`src/rtl/sd_init_pkg.sv`:
```
package sd_init_pkg;

  typedef enum logic [3:0] {
    S_IDLE, S_RST, S_IFC, S_PAPP, S_PSD, S_PMMC,
    S_QAPP, S_QOP, S_GAP, S_CID, S_RCA, S_CSD, S_SEL
  } seq_st_t;

  localparam logic [1:0] RK_NONE  = 2'd0;
  localparam logic [1:0] RK_SHORT = 2'd1;
  localparam logic [1:0] RK_LONG  = 2'd2;
  localparam logic [1:0] RK_BUSY  = 2'd3;

  localparam logic [1:0] CK_OFF  = 2'd0;
  localparam logic [1:0] CK_ID   = 2'd1;
  localparam logic [1:0] CK_XFER = 2'd2;

  localparam logic [11:0] IFC_PATTERN = 12'h1AA;

  // polling argument: capacity request in bit 30, voltage window below
  function automatic logic [31:0] op_arg(input logic hcs, input logic [23:0] vw);
    return {1'b0, hcs, 6'b0, vw};
  endfunction

  // card address placed in the upper half of an argument
  function automatic logic [31:0] addr_arg(input logic [15:0] a);
    return {a, 16'h0000};
  endfunction

  function automatic logic echo_ok(input logic err, input logic [31:0] d);
    return !err && (d[11:0] == IFC_PATTERN);
  endfunction

  function automatic logic [5:0] cmd_of(input seq_st_t s, input logic mmc);
    case (s)
      S_IFC:          return 6'd8;
      S_PAPP, S_QAPP: return 6'd55;
      S_PSD:          return 6'd41;
      S_PMMC:         return 6'd1;
      S_QOP:          return mmc ? 6'd1 : 6'd41;
      S_CID:          return 6'd2;
      S_RCA:          return 6'd3;
      S_CSD:          return 6'd9;
      S_SEL:          return 6'd7;
      default:        return 6'd0;
    endcase
  endfunction

  function automatic logic [1:0] kind_of(input seq_st_t s);
    case (s)
      S_RST:        return RK_NONE;
      S_CID, S_CSD: return RK_LONG;
      S_SEL:        return RK_BUSY;
      default:      return RK_SHORT;
    endcase
  endfunction

endpackage

```
`src/rtl/sd_init_timer.sv`:
```
module sd_init_timer #(
  parameter int GAP_W       = 16,
  parameter int TIMEOUT_CYC = 1000000
) (
  input  logic             clk,
  input  logic             rst_n,
  input  logic             poll_begin,
  input  logic             gap_load,
  input  logic [GAP_W-1:0] gap_len,
  output logic             gap_done,
  output logic             expired
);
  localparam int TW = $clog2(TIMEOUT_CYC + 1);
  localparam logic [TW-1:0] LIMIT = TW'(TIMEOUT_CYC);

  logic [GAP_W-1:0] gap_cnt;
  logic [TW-1:0]    age;
  logic             running;

  always_ff @(posedge clk) begin
    if (!rst_n) begin
      gap_cnt <= '0;
      age     <= '0;
      running <= 1'b0;
    end else begin
      if (gap_load)
        gap_cnt <= gap_len;
      else if (gap_cnt != '0)
        gap_cnt <= gap_cnt - 1'b1;

      if (poll_begin) begin
        age     <= '0;
        running <= 1'b1;
      end else if (running && age != LIMIT) begin
        age <= age + 1'b1;
      end
    end
  end

  assign gap_done = (gap_cnt == '0);
  assign expired  = running && (age >= LIMIT);
endmodule

```
`src/rtl/sd_init_fsm.sv`:
```
module sd_init_fsm
  import sd_init_pkg::*;
(
  input  logic        clk,
  input  logic        rst_n,
  input  logic        start,
  input  logic [23:0] volt_win,
  input  logic        rsp_valid,
  input  logic        rsp_err,
  input  logic [31:0] rsp_data,
  input  logic        gap_done,
  input  logic        expired,
  output logic        cmd_valid,
  output logic [5:0]  cmd_index,
  output logic [31:0] cmd_arg,
  output logic [1:0]  cmd_kind,
  output logic [1:0]  clk_sel,
  output logic        busy,
  output logic        done,
  output logic        fail,
  output logic        is_mmc,
  output logic        hi_cap,
  output logic [15:0] rca,
  output logic        poll_begin,
  output logic        gap_load,
  output logic        ev_poll_busy
);
  seq_st_t     st;
  logic        waiting, hcs;
  logic        got, ok, bad, issue, fatal;

  assign issue = (st != S_IDLE) && (st != S_GAP) && !waiting;
  assign got   = waiting && rsp_valid;
  assign ok    = got && !rsp_err;
  assign bad   = got && rsp_err;
  // errors on the interface check and the SD probe pair are not fatal
  assign fatal = bad && !(st inside {S_IFC, S_PAPP, S_PSD});

  assign poll_begin   = ok && (st == S_PSD || st == S_PMMC);
  assign ev_poll_busy = ok && (st == S_QOP) && !rsp_data[31];
  assign gap_load     = ev_poll_busy && !expired;

  always_comb begin
    cmd_valid = issue;
    cmd_index = issue ? cmd_of(st, is_mmc) : 6'd0;
    cmd_kind  = issue ? kind_of(st) : RK_NONE;
    cmd_arg   = '0;
    if (issue) begin
      case (st)
        S_IFC:        cmd_arg = {20'h0, IFC_PATTERN};
        S_QOP:        cmd_arg = op_arg(hcs, volt_win);
        S_RCA:        cmd_arg = is_mmc ? addr_arg(16'd1) : '0;
        S_CSD, S_SEL: cmd_arg = addr_arg(rca);
        default:      cmd_arg = '0;
      endcase
    end
  end

  always_ff @(posedge clk) begin
    if (!rst_n) begin
      st      <= S_IDLE;
      waiting <= 1'b0;
      hcs     <= 1'b0;
      is_mmc  <= 1'b0;
      hi_cap  <= 1'b0;
      rca     <= '0;
      clk_sel <= CK_OFF;
      done    <= 1'b0;
      fail    <= 1'b0;
    end else begin
      done <= 1'b0;
      if (issue) waiting <= 1'b1;
      if (got)   waiting <= 1'b0;
      case (st)
        S_IDLE: if (start) begin
          st      <= S_RST;
          clk_sel <= CK_ID;
          fail    <= 1'b0;
          is_mmc  <= 1'b0;
          hi_cap  <= 1'b0;
          rca     <= '0;
          hcs     <= 1'b0;
        end
        S_RST:  if (ok) st <= S_IFC;
        S_IFC:  if (got) begin
          hcs <= echo_ok(rsp_err, rsp_data);
          st  <= S_PAPP;
        end
        S_PAPP: if (ok) st <= S_PSD; else if (bad) st <= S_PMMC;
        S_PSD:  if (ok) st <= S_QAPP; else if (bad) st <= S_PMMC;
        S_PMMC: if (ok) begin
          is_mmc <= 1'b1;
          hcs    <= 1'b1;
          st     <= S_QOP;
        end
        S_QAPP: if (ok) st <= S_QOP;
        S_QOP:  if (ok) begin
          if (rsp_data[31]) begin
            hi_cap <= rsp_data[30];
            st     <= S_CID;
          end else if (expired) begin
            st      <= S_IDLE;
            fail    <= 1'b1;
            clk_sel <= CK_OFF;
          end else begin
            st <= S_GAP;
          end
        end
        S_GAP:  if (gap_done) st <= is_mmc ? S_QOP : S_QAPP;
        S_CID:  if (ok) st <= S_RCA;
        S_RCA:  if (ok) begin
          rca <= is_mmc ? 16'd1 : rsp_data[31:16];
          st  <= S_CSD;
        end
        S_CSD:  if (ok) st <= S_SEL;
        S_SEL:  if (ok) begin
          st      <= S_IDLE;
          done    <= 1'b1;
          clk_sel <= CK_XFER;
        end
        default: st <= S_IDLE;
      endcase
      if (fatal) begin
        st      <= S_IDLE;
        fail    <= 1'b1;
        clk_sel <= CK_OFF;
      end
    end
  end

  assign busy = (st != S_IDLE);
endmodule

```
`src/rtl/sd_init_seq.sv`:
```
module sd_init_seq #(
  parameter int GAP_W       = 16,
  parameter int TIMEOUT_CYC = 1000000
) (
  input  logic             clk,
  input  logic             rst_n,
  input  logic             start,
  input  logic [23:0]      volt_win,
  input  logic [GAP_W-1:0] poll_gap,
  output logic             cmd_valid,
  output logic [5:0]       cmd_index,
  output logic [31:0]      cmd_arg,
  output logic [1:0]       cmd_kind,
  input  logic             rsp_valid,
  input  logic             rsp_err,
  input  logic [31:0]      rsp_data,
  output logic [1:0]       clk_sel,
  output logic             busy,
  output logic             done,
  output logic             fail,
  output logic             is_mmc,
  output logic             hi_cap,
  output logic [15:0]      rca
);
  // internal events, named for the bound checker
  logic ev_poll_begin, ev_gap_load, ev_gap_done, ev_expired, ev_poll_busy;

  sd_init_timer #(.GAP_W(GAP_W), .TIMEOUT_CYC(TIMEOUT_CYC)) u_timer (
    .clk(clk), .rst_n(rst_n),
    .poll_begin(ev_poll_begin), .gap_load(ev_gap_load), .gap_len(poll_gap),
    .gap_done(ev_gap_done), .expired(ev_expired)
  );

  sd_init_fsm u_fsm (
    .clk(clk), .rst_n(rst_n), .start(start), .volt_win(volt_win),
    .rsp_valid(rsp_valid), .rsp_err(rsp_err), .rsp_data(rsp_data),
    .gap_done(ev_gap_done), .expired(ev_expired),
    .cmd_valid(cmd_valid), .cmd_index(cmd_index), .cmd_arg(cmd_arg), .cmd_kind(cmd_kind),
    .clk_sel(clk_sel), .busy(busy), .done(done), .fail(fail),
    .is_mmc(is_mmc), .hi_cap(hi_cap), .rca(rca),
    .poll_begin(ev_poll_begin), .gap_load(ev_gap_load), .ev_poll_busy(ev_poll_busy)
  );
endmodule

```
`config.mk`:
```
export PLATFORM = sky130hd
export DESIGN_NAME = sd_init_seq
export DESIGN_NICKNAME = d
export VERILOG_FILES = /design/src/rtl/sd_init_pkg.sv /design/src/rtl/sd_init_timer.sv /design/src/rtl/sd_init_fsm.sv /design/src/rtl/sd_init_seq.sv
export SDC_FILE = /design/constraint.sdc
export NUM_CORES = 1
export LEC_CHECK = 0
export CAP_MARGIN = 20
export CORE_ASPECT_RATIO = 0.6
export CORE_MARGIN = 1.5
export CORE_UTILIZATION = 41
export DETAILED_ROUTE_END_ITERATION = 16
export HOLD_SLACK_MARGIN = 0.06
export PLACE_DENSITY = 0.76
export SYNTH_ARGS = -nofsm -noshare
export SYNTH_HDL_FRONTEND = slang
export SYNTH_SLANG_ARGS = --single-unit
```
`constraint.sdc`:
```
create_clock -name clk -period 1.9 [get_ports clk]
set_clock_uncertainty 0.05 [all_clocks]
set_input_delay 0.38 -clock clk [delete_from_list [all_inputs] [get_ports clk]]
set_output_delay 0.38 -clock clk [all_outputs]
set_load 0.02 [all_outputs]
```
==> reports/qor.txt, run 1 <==
CP Launch Type -> flip-flop
largest net degree at the start of global routing -> 27
Skew-Pair Late Insertion Delay -> 360 ps
nets -> 867
met2 usage -> 0.4651
vias in the first global route -> 4679
Post-Layout Cell Count -> 921
Die X -> 131.2 um
CTS tree -> built
cell family contributing the most delay on the critical path -> buffers and inverters
outcome -> complete, but fails checks
worst rel slew slack -> 0.6821
total power -> 8.161 mW
syn_nets -> 607
Clock Pin Slew Worst Setup and Hold Paths -> 60 ps
Buf/Inv on CP -> 4
Crit Path Max Fanout -> 8
DR pass1 iterations -> 5
clock buffer depth -> 2
drt drc -> 0
Post-Syn Instances -> 526
met3 usage -> 0.08571
met1 global-route usage -> 0.3718
Starting DRT DRC Count -> 640
flop-to-flop setup slack -> -240 ps
pre-CTS WS -> -486.2 ps
total CTS buffers -> 9
global-route wire length before repair -> 23810 um
P per Cell Area -> 1044 mW/mm2
Starting Density -> 0.4320
arrival time at the worst endpoint -> 1800 ps
DIE AREA -> 0.01048 mm2
max cap viols -> 0
post-synthesis average cell area -> 7.686 um2
Avg WL per Cell -> 21.40 um
endpoints failing setup -> 71
Slew @ Worst Pin -> 472.5 ps
Max IR drop VDD -> 0.7324 mV
most common cell after layout, fill and taps aside -> buf_4
Vias/cell -> 6.001
Detail Route Antenna Nets -> 0
final hold vios -> 0
total congestion overflow -> 0
layout overhead on the synthesized area -> 93.41%
Hold WS -> 420.0 ps
register area share after synthesis -> 0.3219
Worst path most repeated cell -> buf_6
CP max-delay cell -> dfxtp_4
global route hottest layer -> met2
Synth async-reset ratio -> 0
Post-synth top flop -> dfxtp_1
post-synthesis cell type count -> 72
initial antenna violation count -> 0
# hold bufs at CTS -> 0
peak per-stage delay on the critical path -> 370 ps
number of synthesized flops with an enable pin -> 0
final-report max-slew violation count -> 0
post-placement cell count -> 856
IO Count -> 141
Lkg Pwr -> 3.144 nW
CP required -> 1470 ps
CP Class -> reg -> out
FMAX -> 447.8 MHz
PnR worst setup slack -> -333.1 ps
worst hold path type -> reg -> reg
CTS root buf -> clkbuf_16
Final TNS setup -> -13460 ps
Die Ht -> 79.92 um
ant diodes -> 0
total wire length -> 19710 um
HPWL after DPL -> 10970 um
Final Cycle Share -> 1.175
flops & latches, synth -> 65
Critical Path End Type -> primary output
CTS sink cnt -> 65
failing checks -> negative setup slack
total core area -> 0.009358 mm2
Synth Warn # -> 0
Fillers -> 497
CTS H-tree depth -> 3
port bufs -> 136
RSZ-0062 raised after global routing -> true
crit path cell chain -> buf_6 > and4b_1 > buf_6 > buf_4 > a22oi_2 > nor2_4 > buf_6
total track usage -> 0.2853
most frequent cells in the layout -> 109 x buf_4, 93 x clkdlybuf4s50_1, 73 x buf_6
Rows -> 27
GP Congestion -> 0.9019
Final Critical Period -> 2233 ps
vias after detailed routing -> 5527
layout cells sized above 1 -> 0.4539
Netlist Area Pre-Place -> 0.004043 mm2
## worst paths after layout
check / startpoint / end / cells after the start
hold reg to reg: u_fsm.clk_sel[1] / u_fsm.clk_sel[1] / 2
hold / removal: u_fsm.clk_sel[1] / u_fsm.clk_sel[1] / 2
setup reg to reg: u_fsm.st[2] / u_fsm.st[3] / 9
setup / recovery: u_fsm.st[0] / cmd_arg[20] / 7
## metal layers
metal,part of all wire,routed length [um],up-vias
li1,-,-,2427
met5,0,0,-
met2,0.47,9269,364
met1,0.40,7861,2660
met4,0.030,601,0
met3,0.10,1972,76
## stage by stage
step           cell area (um2)    util
5_1_grt                   7819  0.8355
3_3_place_gp              6222  0.6649
3_5_place_dp              6222  0.6649
4_1_cts                   6664  0.7121
6_report                  7819  0.8355
2_1_floorplan             4118       -
## cells in the mapped netlist, drive strengths merged, types with 6 or more instances
library cell | count | area [um2]
inv | 12 | 45.04
buf | 19 | 133.9
nor3 | 7 | 46.30
clkbuf | 19 | 71.32
or3 | 11 | 73.82
dfxtp | 65 | 1301
o31ai | 8 | 70.06
nand2 | 58 | 220.2
o211ai | 9 | 72.57
nand2b | 8 | 50.05
nand4 | 7 | 43.79
nand3 | 32 | 160.2
a22oi | 10 | 75.07
nor2 | 54 | 205.2
o21ai | 27 | 138.9
xnor2 | 10 | 87.58
a21oi | 56 | 284.0
xor2 | 12 | 105.1
nor4b | 6 | 73.81
mux2i | 6 | 60.06
and3 | 27 | 168.9
## worst register-to-register path: stages (launching register included)
cell	delay, ps
dfxtp_4	380
buf_6	140
buf_6	120
clkbuf_16	150
buf_4	140
a21oi_1	200
a31oi_2	80
o211ai_2	350
nand4_1	210
a21boi_1	230
## sequential cells by signal, indices dropped and copies added (netlist names)
register	flops
u_fsm.waiting	1
u_timer.gap_cnt	16
u_fsm.rca	16
u_fsm.st	4
u_timer.age	20
u_fsm.hcs	1
u_fsm.hi_cap	1
u_fsm.clk_sel	2
u_fsm.done	1
u_timer.running	1
u_fsm.fail	1
u_fsm.is_mmc	1
## layout make-up
class / count / area, um2 / area share
multi-input combinational: 412 / 3189 / 0.4079
timing repair buffer: 286 / 2760 / 0.3530
sequential: 65 / 1326 / 0.1696
clock buffer: 9 / 225.2 / 0.02880
tap: 130 / 162.7 / 0.02080
clock inverter: 7 / 102.6 / 0.01312
inverter: 12 / 52.55 / 0.006721
## where the power goes
| group | internal [mW] | switching [mW] | leakage [nW] |
|---|---|---|---|
| logic | 2.17 | 2.34 | 2.46 |
| registers | 1.56 | 0.197 | 0.533 |
| clock network | 1.16 | 0.728 | 0.157 |
## cell families after synthesis
group	share of synthesized area
XOR/XNOR	0.04766
buffers and inverters	0.06190
AND/OR/NAND/NOR	0.3309
multiplexers	0.01486
adder cells (fa/ha/maj)	0.01238
flip-flops	0.3219
AO/OA/AOI/OAI	0.2105
## what timing repair did
item | 4_1_cts | 5_1_grt
pin swaps | 12 | 62
buffers inserted | 5 | 35
cloned | 1 | 9
gates resized for setup | 233 | 236
setup endpoints to repair | 82 | 90
endpoints found under the hold margin | 0 | 0
No activity file was read; power rests on OpenSTA's default activity.
==> run 2: changes to the inputs <==
Settings changed: PLACE_DENSITY 0.76 to default, PLACE_DENSITY_LB_ADDON from default to 0.3.
==> reports/qor.txt, run 2 (synthesis gave the netlist of run 1 again) <==
largest net degree at the start of global routing -> 23 (-15%)
vias in the first global route -> 4681 (+0.043%)
most common cell after layout, fill and taps aside -> buf_4
CTS H-tree depth -> 3 (unchanged)
peak per-stage delay on the critical path -> 420 ps (+50 ps)
worst hold path type -> reg -> reg
CP Launch Type -> flip-flop
CP max-delay cell -> dfxtp_4
Critical Path End Type -> primary output
Placed Area -> 0.006260 mm2 (+0.60%)
GP Congestion -> 0.8997 (-0.24%)
ant diodes -> 0 (unchanged)
Largest register FFs -> 20 (unchanged)
CTS tree -> built
DIE AREA -> 0.01048 mm2 (unchanged)
Skew-Pair Late Insertion Delay -> 340 ps (-20 ps)
arrival time at the worst endpoint -> 1860 ps (+60 ps)
CP required -> 1470 ps (about the same)
initial antenna violation count -> 0 (unchanged)
Starting Density -> 0.4320 (unchanged)
clock buffer depth -> 2 (unchanged)
final-report max-slew violation count -> 0 (unchanged)
RSZ-0062 raised after global routing -> true
Avg WL per Cell -> 20.60 um (-3.7%)
outcome -> complete, but fails checks
CTS sink cnt -> 65 (unchanged)
PnR worst setup slack -> -392.0 ps (-58.88 ps)
nets -> 851 (-1.8%)
total core area -> 0.009358 mm2 (unchanged)
P per Cell Area -> 1093 mW/mm2 (+4.7%)
# hold bufs at CTS -> 0 (unchanged)
vias after detailed routing -> 5378 (-2.7%)
global-route wire length before repair -> 24850 um (+4.4%)
largest registers -> u_timer.age x20, u_fsm.rca x16, u_timer.gap_cnt x16
total CTS buffers -> 9 (unchanged)
Die X -> 131.2 um (unchanged)
max cap viols -> 0 (unchanged)
Max IR drop VDD -> 0.6444 mV (-12%)
Rows -> 27 (unchanged)
port bufs -> 136 (unchanged)
HPWL after DPL -> 10710 um (-2.4%)
CP Class -> reg -> out
worst rel slew slack -> 0.6651 (-0.01695)
endpoints failing setup -> 63 (-11%)
Vias/cell -> 5.943 (-0.98%)
failing checks -> negative setup slack
total congestion overflow -> 0 (unchanged)
crit path cell chain -> buf_12 > nand2_2 > nor2_2 > o21ai_1 > a21o_1 > buf_12 > nor2_2 > buf_6
most frequent cells in the layout -> 118 x buf_4, 93 x clkdlybuf4s50_1, 56 x dfxtp_1
drt drc -> 0 (unchanged)
Die Ht -> 79.92 um (unchanged)
CTS root buf -> clkbuf_16
Final Critical Period -> 2292 ps (+58.88 ps)
Final TNS setup -> -12340 ps (+1120 ps)
design area -> 0.007412 mm2 (-5.2%)
Starting DRT DRC Count -> 452 (-29%)
layout cells sized above 1 -> 0.3845 (-0.06934)
DR pass1 iterations -> 5 (unchanged)
Crit Path Max Fanout -> 9 (+1)
FMAX -> 436.3 MHz (-2.6%)
total track usage -> 0.2986 (+0.01335)
Fillers -> 563 (+13%)
fin util -> 0.7921 (-0.04345)
Lkg Pwr -> 3.025 nW (-3.8%)
total wire length -> 18640 um (-5.4%)
final hold vios -> 0 (unchanged)
Top reg by flops -> u_timer.age
Detail Route Antenna Nets -> 0 (unchanged)
IO Count -> 141 (unchanged)
Slew @ Worst Pin -> 498.1 ps (+25.52 ps)
Final Cycle Share -> 1.206 (+0.03099)
Clock Pin Slew Worst Setup and Hold Paths -> 60 ps (about the same)
total power -> 8.102 mW (-0.72%)
layout overhead on the synthesized area -> 83.35%
run 2: cell count changes in the layout (fill, tap and decap cells not counted), sizes merged:
cell,before,now
a21o,4,3
buf,189,175
bufinv,2,3
clkbuf,12,10
clkinvlp,1,2
inv,14,12
or3,11,12
run 2: repair_timing:
action                     CTS  global route
pin swaps                   20            25
setup endpoints to repair   83            91
setup buffers               14            13
gates resized for setup    272            85
cloned                       4             5
run 2: stage by stage:
stage          worst slack (ps)  hold WS [ps]  cells
2_1_floorplan            -22.95         417.0    526
3_3_place_gp             -440.2         398.1    856
3_5_place_dp             -434.4         409.7    856
4_1_cts                  -300.4         421.5    890
5_1_grt                  -436.8         455.0    905
6_report                 -392.0         434.6    905
run 2: where the power goes:
group	internal, mW	total (mW)	switching, mW
Clock	1.28	1.94	0.663
Combinational	2.15	4.41	2.26
Sequential	1.56	1.74	0.186
run 2: critical path, delay by kind of cell (launching register included):
| family | cells | cell delay [ps] |
|---|---|---|
| buffers and inverters | 3 | 430 |
| DFF | 1 | 420 |
| and+or+nand+nor | 3 | 380 |
| AOI/OAI and AO/OA | 2 | 290 |
run 2: layout make-up:
cell class	instances	area, um2	share of cell area
multi-input cells	412	2962	0.3996
repair buffers	270	2574	0.3472
flip-flops and latches	65	1323	0.1784
clock buffers	9	225.2	0.03038
well taps	130	162.7	0.02194
clock inverters	7	118.9	0.01604
inverters	12	47.55	0.006415
run 2: final timing paths:
| kind | start | end | cells after the start | slack, ps |
|---|---|---|---|---|
| worst max-delay path | u_fsm.st[2] | cmd_arg[30] | 8 | -390 |
| worst min-delay path | u_fsm.clk_sel[1] | u_fsm.clk_sel[1] | 2 | 430 |
| worst min register to register | u_fsm.clk_sel[1] | u_fsm.clk_sel[1] | 2 | 430 |
| worst max register to register | u_fsm.st[2] | u_timer.gap_cnt[4] | 10 | -240 |
run 2: per-layer routing:
layer | track usage | vias to the layer above | part of all wire
met5 | 0 | - | 0
met4 | 0.08539 | 0 | 0.032
met3 | 0.07556 | 77 | 0.089
met2 | 0.5005 | 324 | 0.46
met1 | 0.3826 | 2577 | 0.41
li1 | - | 2400 | -
==> run 3: changes to the inputs <==
Settings changed: GPL_TIMING_DRIVEN from default to 0.
==> reports/qor.txt, run 3 (synthesis gave the netlist of run 1 again) <==
vias after detailed routing -> 5294 (-1.6%)
Skew-Pair Late Insertion Delay -> 340 ps (about the same)
endpoints failing setup -> 62 (-1.6%)
Hold WS -> 419.1 ps (-15.48 ps)
total CTS buffers -> 9 (unchanged)
final-report max-slew violation count -> 0 (unchanged)
PnR worst setup slack -> -410.0 ps (-17.97 ps)
failing checks -> negative setup slack
largest registers -> u_timer.age x20, u_fsm.rca x16, u_timer.gap_cnt x16
CP required -> 1470 ps (about the same)
ant diodes -> 0 (unchanged)
CTS sink cnt -> 65 (unchanged)
most frequent cells in the layout -> 91 x clkdlybuf4s50_1, 63 x buf_4, 54 x dfxtp_1
worst rel slew slack -> 0.5239 (-0.1413)
metal2 WL -> 8109 um (-6.2%)
Final Cycle Share -> 1.216 (+0.009456)
port bufs -> 135 (-0.74%)
crit path cell chain -> buf_4 > nor3b_4 > o21a_4 > clkbuf_8 > a22oi_2 > nor2_4 > buf_6
# hold bufs at CTS -> 0 (unchanged)
Max Used Layer -> met4
total wire length -> 17550 um (-5.8%)
Multi-input gate area -> 0.003069 mm2 (+3.6%)
total congestion overflow -> 0 (unchanged)
register area -> 0.001323 mm2 (unchanged)
Final Critical Period -> 2310 ps (+17.97 ps)
HPWL after DPL -> 10120 um (-5.5%)
drt drc -> 0 (unchanged)
DIE AREA -> 0.01048 mm2 (unchanged)
DR pass1 iterations -> 6 (+1)
Rows -> 27 (unchanged)
Starting DRT DRC Count -> 488 (+8.0%)
CP Class -> reg -> out
Lkg Pwr -> 2.884 nW (-4.7%)
Avg WL per Cell -> 20.29 um (-1.5%)
CTS H-tree depth -> 3 (unchanged)
wire length on met3 -> 1853 um (+12%)
outcome -> complete, but fails checks
Critical Path End Type -> primary output
GP Congestion -> 0.9663 (+7.4%)
cell family contributing the most delay on the critical path -> buffers and inverters
CP Launch Type -> flip-flop
met1 WL -> 7077 um (-8.5%)
Die X -> 131.2 um (unchanged)
initial antenna violation count -> 0 (unchanged)
vias in the first global route -> 4646 (-0.75%)
Slew @ Worst Pin -> 704.3 ps (+206.2 ps)
max cap viols -> 0 (unchanged)
RSZ-0062 raised after global routing -> true
Fillers -> 588 (+4.4%)
largest net degree at the start of global routing -> 12 (-48%)
clock buffer depth -> 2 (unchanged)
nets -> 811 (-4.7%)
Crit Path Max Fanout -> 10 (+1)
fin util -> 0.7738 (-0.01832)
Top reg by flops -> u_timer.age
Die Ht -> 79.92 um (unchanged)
total power -> 7.455 mW (-8.0%)
Detail Route Antenna Nets -> 0 (unchanged)
CTS root buf -> clkbuf_16
final hold vios -> 0 (unchanged)
arrival time at the worst endpoint -> 1880 ps (+20 ps)
IO Count -> 141 (unchanged)
layout cells sized above 1 -> 0.3714 (-0.01309)
Max IR drop VDD -> 0.5861 mV (-9.0%)
layout overhead on the synthesized area -> 79.11%
worst hold path type -> reg -> reg
CP max-delay cell -> dfxtp_4
Largest register FFs -> 20 (unchanged)
CTS tree -> built
Starting Density -> 0.4320 (unchanged)
total core area -> 0.009358 mm2 (unchanged)
total track usage -> 0.2981 (-0.0005856)
P per Cell Area -> 1030 mW/mm2 (-5.8%)
global-route wire length before repair -> 24500 um (-1.4%)
most common cell after layout, fill and taps aside -> clkdlybuf4s50_1
Clock Pin Slew Worst Setup and Hold Paths -> 50 ps (about the same)
Vias/cell -> 6.120 (+3.0%)
FMAX -> 432.9 MHz (-0.78%)
peak per-stage delay on the critical path -> 370 ps (-50 ps)
Buf/Inv on CP -> 3 (unchanged)
[run 3: power breakdown]
part	switching, mW	total [mW]	internal [mW]	leakage (nW)
Sequential	0.215	1.77	1.56	0.532
Clock	0.614	1.65	1.04	0.148
Combinational	2.12	4.03	1.91	2.20
[run 3: final timing paths]
path | slack (ps) | end | start | cells past startpoint
worst max-delay path | -410 | cmd_arg[18] | u_fsm.st[0] | 7
worst min-delay path | 420 | u_fsm.rca[9] | u_fsm.rca[9] | 2
worst max register to register | -240 | u_timer.gap_cnt[0] | u_fsm.st[0] | 10
worst min register to register | 420 | u_fsm.rca[9] | u_fsm.rca[9] | 2
[run 3: area by class of cell]
cell class | count | share of cell area
plain buffers | 31 | 0.05011
multi-input cells | 412 | 0.4239
clock buffers | 10 | 0.03301
well taps | 130 | 0.02246
clock inverters | 6 | 0.007949
inverters | 12 | 0.007258
repair buffers | 199 | 0.2727
flip-flops and latches | 65 | 0.1827
[run 3: through the flow]
step | worst slack, ps | std cells | cell area (um2) | TNS, ps
final | -410.0 | 865 | 7241 | -15000
after global routing | -431.7 | 865 | 7241 | -17270
after CTS | -347.4 | 849 | 6800 | -11130
after detailed placement | -926.2 | 791 | 5632 | -55830
after global placement | -880.4 | 791 | 5632 | -53330
after floorplan | -22.95 | 526 | 4118 | -22.95
[run 3: repair_timing]
| action | 4_1_cts | 5_1_grt |
|---|---|---|
| resized for setup | 328 | 115 |
| buffers inserted | 39 | 19 |
| gates cloned | 6 | 2 |
| pin swaps | 60 | 29 |
| endpoints found under the setup margin | 92 | 101 |
[run 3: worst register-to-register path: stages, from the launching register on]
cell	delay, ps
dfxtp_4	400
buf_4	140
and4b_1	220
buf_6	150
buf_4	120
buf_6	110
nand2_8	60
or3_4	360
bufbuf_16	280
nand2_1	60
a21oi_1	50
[run 3: metal layers]
layer / vias up / GRT usage
met4: 0 / 0.06966
met3: 79 / 0.08063
met5: - / 0
li1: 2314 / -
met1: 2534 / 0.3904
met2: 367 / 0.4905
